### config.mk
export PLATFORM = sky130hd
export DESIGN_NAME = ecc_err_logger
export DESIGN_NICKNAME = d
export VERILOG_FILES = /design/src/rtl/ecc_err_logger.sv
export SDC_FILE = /design/constraint.sdc
export NUM_CORES = 1
export LEC_CHECK = 0
export BUFFER_PORTS_ARGS = -buffer_cell sky130_fd_sc_hd__buf_2
export CAP_MARGIN = 20
export CORE_AREA = 2 2 69 71
export CTS_BUF_LIST = sky130_fd_sc_hd__clkbuf_2 sky130_fd_sc_hd__clkbuf_4 sky130_fd_sc_hd__clkbuf_8
export DETAILED_ROUTE_END_ITERATION = 8
export DIE_AREA = 0 0 71 73
export MAX_ROUTING_LAYER = met4
export PLACE_DENSITY_LB_ADDON = 0.08
export RECOVER_POWER = 25
export SYNTH_ARGS = -nofsm -noshare
export SYNTH_HDL_FRONTEND = slang
export SYNTH_SLANG_ARGS = --single-unit
### constraint.sdc
create_clock -name clk -period 1.3 [get_ports clk]
set_input_delay 0.065 -clock clk [delete_from_list [all_inputs] [get_ports clk]]
set_output_delay 0.065 -clock clk [all_outputs]
set_load 0.02 [all_outputs]
### src/rtl/ecc_err_logger.sv
module ecc_err_logger #(
  parameter int ADDR_W     = 32,
  parameter int PAGE_SHIFT = 12,
  parameter int SYN_W      = 8
) (
  input  logic              clk,
  input  logic              rst_n,
  input  logic              ce_valid,
  input  logic              ue_valid,
  input  logic [ADDR_W-1:0] evt_addr,
  input  logic [SYN_W-1:0]  evt_syn,
  input  logic              evt_chan,
  input  logic              reg_wr,
  input  logic [2:0]        reg_sel,
  input  logic [ADDR_W-1:0] reg_wdata,
  output logic [ADDR_W-1:0] reg_rdata,
  output logic              serr
);
  localparam int PAGE_W = ADDR_W - PAGE_SHIFT;

  logic              st_ce, st_ue, en_ce, en_ue, rec_chan;
  logic [PAGE_W-1:0] rec_page;
  logic [SYN_W-1:0]  rec_syn;

  wire wr_status = reg_wr && (reg_sel == 3'd0);
  wire wr_cmd    = reg_wr && (reg_sel == 3'd1);
  wire kept_ce   = st_ce && !(wr_status && reg_wdata[0]);
  wire kept_ue   = st_ue && !(wr_status && reg_wdata[7]);
  wire take_ue   = ue_valid && !kept_ue;
  wire take_ce   = ce_valid && !ue_valid && !kept_ce && !kept_ue;
  wire unused_ok = ^{reg_wdata, evt_addr[PAGE_SHIFT-1:0]};

  always_ff @(posedge clk) begin
    if (!rst_n) begin
      st_ce    <= 1'b0;
      st_ue    <= 1'b0;
      en_ce    <= 1'b0;
      en_ue    <= 1'b0;
      rec_page <= '0;
      rec_syn  <= '0;
      rec_chan <= 1'b0;
    end else begin
      st_ce <= kept_ce || ce_valid;
      st_ue <= kept_ue || ue_valid;
      if (wr_cmd) begin
        en_ce <= reg_wdata[7];
        en_ue <= reg_wdata[8];
      end
      if (take_ue || take_ce) begin
        rec_page <= evt_addr[ADDR_W-1:PAGE_SHIFT];
        rec_syn  <= evt_syn;
        rec_chan <= evt_chan;
      end
    end
  end

  always_comb begin
    reg_rdata = '0;
    case (reg_sel)
      3'd0: begin reg_rdata[0] = st_ce; reg_rdata[7] = st_ue; end
      3'd1: begin reg_rdata[7] = en_ce; reg_rdata[8] = en_ue; end
      3'd2: reg_rdata[ADDR_W-1:PAGE_SHIFT] = rec_page;
      3'd3: reg_rdata[SYN_W-1:0] = rec_syn;
      3'd4: reg_rdata[0] = rec_chan;
      default: reg_rdata = '0;
    endcase
  end

  assign serr = (st_ue && en_ue) || (st_ce && en_ce);
endmodule


---- Yosys cells after proc, flatten, opt, wreduce, memory -nomap -nowiden ----
Index checks and enable logic that the tools add are counted.
word-level totals
  bits of input ports ..................... 81
  word-level logic and storage cells ...... 38
  output and inout bits ................... 33
  bits in registers ....................... 33
operators by class
  multiplexer cells ....................... 5
  reduce and logical (&&, ||, !) cells .... 22
  eq/ne operators ......................... 4
operators with widths
  cell                                                                    count
  20-bit two-way mux                                                      1
  1-bit logical AND                                                       12
  3-bit by 2-bit equality test with 1-bit output (second input constant)  2
  6-bit two-way mux                                                       1
  1-bit case mux with 3 select lines                                      2
  1-bit logical NOT                                                       5
  1-bit logical OR                                                        4
  3-bit by 1-bit equality test with 1-bit output (second input constant)  1
  3-bit equality test (second input constant)                             1
  3-bit logical NOT                                                       1
  1-bit two-way mux                                                       1

---- Longest topological paths before layout ----
  word-level depth ........................ 9
  depth in mapped cells ................... 6
  depth with buffers taken out ............ 4

---- Worst setup path before layout ----
OpenSTA, ideal clock, no wires.
  path type ............................... input -> register
  start ................................... input reg_sel[0]
  end ..................................... register rec_page[10]
  slack ................................... 0.105 ns
  required time ........................... 1.228 ns
  path buffers ............................ 2
  stages .................................. 6
  library setup time ...................... 0.072 ns
  data arrival time ....................... 1.124 ns
  cell sequence ........................... nor4b_4 nand3_1 a21oi_2 buf_6 buf_6 mux2i_1
on the way
  cells in the longest elaborated chain, start to end .. 9
  elaborated cells on any way between the ends .. 14
  classes of those cells .................. reduce/logical (14)
ends and longest elaborated chain
  what                             RTL line  text
  start: declaration               14        input logic [2:0] reg_sel,
  3-bit logical NOT *              25        wire wr_status = reg_wr && (reg_sel == 3'd0);
  1-bit logical AND *              25
  1-bit logical AND                27        wire kept_ce = st_ce && !(wr_status && reg_wdata[0]);
  1-bit logical NOT                27
  1-bit logical AND                27
  1-bit logical NOT                30        wire take_ce = ce_valid && !ue_valid && !kept_ce && !kept_ue;
  1-bit logical AND (2 in series)  30
  1-bit logical OR *               49        if (take_ue || take_ce) begin
  end signal: assignment           50        rec_page <= evt_addr[ADDR_W-1:PAGE_SHIFT];
  end: declaration                 22        logic [PAGE_W-1:0] rec_page;
Every way passes the cells marked *; elsewhere a longest branch is shown, timed or not.
A chain may end at the register's enable or synchronous reset.

---- Worst setup path in the final report ----
  start ................................... register en_ce
  end ..................................... output reg_rdata[7]
on the way
  cells in the longest elaborated chain, start to end .. 1
ends and longest elaborated chain
  what                                RTL line  text
  start: declaration                  21        logic st_ce, st_ue, en_ce, en_ue, rec_chan;
  start signal: assignment            46        en_ce <= reg_wdata[7];
  1-bit case mux with 3 select lines  59        case (reg_sel)
  end: declaration                    16        output logic [ADDR_W-1:0] reg_rdata,
No other way between the ends.

==> metrics.md <==
| Metric | Value |
|---|---|
| Outcome | `complete, no violations` |
| Flops & latches, synth | `33` |
| Place WS | `-0.111 ns` |
| Post-synth top flop | `dfxtp_1` |
| Final Cell Area | `approximately 2200 um2` |
| Worst Skew | `between 0.0015 and 0.002 ns` |
| Number of global-route vias before repair | `1327` |
| Floorplan row count | `25` |
| Mapped Area | `about 1600 um2` |
| Routed Antenna Nets | `0` |
| Req. time, crit path | `1.24 ns` |
| DRC | `0` |
| H-tree Lvls | `2` |
| Most frequent cells after synthesis | `nand2_1, dfxtp_1, mux2i_1, and2_1, clkbuf_1` |
| IO Pins | `114` |
| Top-count cell post-synth | `nand2_1` |
| Combinational power share | `between 10% and 20%` |
| GP Congestion | `0.695` |
| Slew Viols, Final | `0` |
| Synth Area in Simple Gates | `29.1%` |
| CTS clk-pin slew, worst paths | `0.07 ns` |
| Die Y-Extent | `around 73 um` |
| Via count | `1419` |
| Number of DRC markers after the initial detailed-route iteration | `46` |
| Startpoint types | `flop` |
| CTS root buffer | `clkbuf_8` |
| CP Data Arrival Time | `1.18 ns` |
| Syn Inst Count | `187` |
| Synth Area in XOR/XNOR | `0%` |
| Top-area cell type share of the netlist area | `40.8%` |
| Ys async rst share | `0%` |
| Post-synthesis compound-gate area fraction | `4.40%` |
| Largest cells by area after synthesis | `dfxtp_1, mux2i_1, nand2_1, and2_1, clkbuf_1` |
| Main combinational cell family by area after synthesis | `simple AND/OR/NAND/NOR gates` |
| Register share of total power | `roughly 44%` |
| CP max FO | `2` |
| Clock sink count | `33` |
| Cell variety after synth | `25` |
| Final WS setup | `0.0513 ns` |
| Global route total overflow | `0` |
| Die Area | `roughly 5200 um2` |
| Drt first pass iters | `4` |
| Power Density | `1150 nW/um2` |
| Synth Warn # | `0` |
| RSZ-0062 raised after global routing | `false` |
| HPWL after DPL | `2.53 mm` |
| Clock insertion delay at the later pin of the skew report | `0.28 ns` |
| Antenna violations before repair | `0` |
| Routed len/inst | `11.2 um` |
| Total CTS buffers | `5` |
| Post-synth EDFFs | `0` |
| Lkg Pwr | `approximately 1.1 nW` |
| Via density | `4.52` |
| Syn_area_per_cell | `8.66 um2` |
| Hold-fix buffer count after cts | `0` |
| Share of cells above drive strength 1 | `32.7%` |
| Hold Path Class | `input port to flop` |
| Clk buf depth | `2` |
| Crit path capture type | `primary output` |
| Area grow syn2layout | `36.3%` |
| Dpl cell area | `2080 um2` |
| Post-Route Utilization | `48.7%` |
| Post-synthesis mux area share | `19.9%` |
| Clock network power share | `40.2%` |
| Initial Util | `35.7%` |
| Core Area | `4540 um2` |
| Int Pwr | `a little under 2 mW` |
| Final wirelength | `~3.5 mm` |
| Max Freq | `approximately 0.8 GHz` |
| Switching Share | `24.0%` |
| Area leader, netlist | `dfxtp_1` |
| Setup tns final | `0 ns` |
| Post-route clock period utilization | `96.1%` |
| Fillers | `between 400 and 500` |
| Period minus WS final | `around 1.2 ns` |
| MaxCap Viol Count | `0` |
| # setup viols final | `0` |
| # diodes | `0` |
| Clock tree from TritonCTS | `built` |
| IO buf count | `69` |
| First-pass GRT wire length | `5.71 mm` |
| Largest net degree at the start of global routing | `25` |
| Net Sw Power | `0.609 mW` |
| Setup CP Type | `flop to primary output` |
| Post-synthesis sequential area ratio | `40.8%` |
| Die width | `71 um` |
| Fin. Hold Viols | `0` |
| Synth Area in Adders | `0%` |
| Gr usage total | `14.6%` |
| VDD IR max | `0.000525 V` |
| NumNets Final | `340` |
==> worst paths after layout <==
path	slack, ns	end	cells past startpoint	start
hold / removal	0.01	st_ue	2	ue_valid
hold reg to reg	0.45	rec_page[17]	2	rec_page[17]
setup / recovery	0.05	reg_rdata[7]	4	en_ce
setup reg to reg	0.09	rec_page[3]	5	st_ce
==> cell usage in the layout (no fill, tap or decap), types with 3 or more instances in the layout <==
cell type,Yosys,final
nand2_1,59,59
clkbuf_8,0,6
conb_1,1,3
clkbuf_1,9,8
mux2i_1,31,31
buf_2,0,58
and2_1,26,26
buf_4,4,5
buf_12,0,4
dfxtp_1,33,31
==> kinds of logic (layout without fill, tap and decap cells) <==
kind of cell	Yosys count	count (layout)
flops	33	33
other cells	1	3
mux	32	32
buf+inv	16	87
compound gates	10	10
simple gates	95	95
==> final cells by class <==
type	count	area [um2]	share of cell area [%]
Tap cell	54	67.6	3.06
Timing Repair Buffer	78	455	20.6
Clock buffer	7	90.1	4.08
Inverter	1	3.75	0.170
Sequential cell	33	663	30.0
Multi-Input combinational cell	140	897	40.6
Clock inverter	1	30.0	1.36
==> registers in the layout (all words and copies together), names as in the netlist <==
signal / count
en_ce: 1
rec_chan: 1
en_ue: 1
rec_page: 20
st_ue: 1
rec_syn: 8
st_ce: 1
==> through the flow <==
step	cells	hold slack, ns	total power, mW
after floorplan	189	0.189	1.39
after global placement	305	0.305	1.54
after detailed placement	305	0.306	1.54
after CTS	314	0.00634	2.58
after global routing	314	0.00801	2.67
final	314	0.00975	2.54
==> critical path, stage by stage, from the launching register on <==
cell and delay, ns:
dfxtp_2 0.32, mux2_4 0.26, a22oi_2 0.12, nor2_1 0.05, buf_4 0.15
==> per-layer routing <==
layer | wire length, um | track usage, % | part of all wire, % | vias up
li1 | - | - | - | 741
met1 | 1680 | 17.3 | 48 | 626
met2 | 1530 | 22.2 | 44 | 47
met3 | 234 | 5.39 | 6.7 | 5
met4 | 61 | 6.29 | 1.7 | 0
met5 | 0 | - | 0 | -
==> power groups by stage <==
stage | Sequential [mW] | Combinational [mW] | Clock, mW
final | 1.12 | 0.396 | 1.02
after global routing | 1.13 | 0.435 | 1.10
after CTS | 1.12 | 0.403 | 1.06
after detailed placement | 1.14 | 0.398 | 0
after global placement | 1.14 | 0.395 | 0
after floorplan | 1.14 | 0.252 | 0
==> what timing repair did <==
item,CTS,global route
setup buffers,1,0
cloned,0,0
pin swaps,2,2
endpoints found under the setup margin,1,2
resized for setup,5,1
No activity file was read; power rests on OpenSTA's default activity.
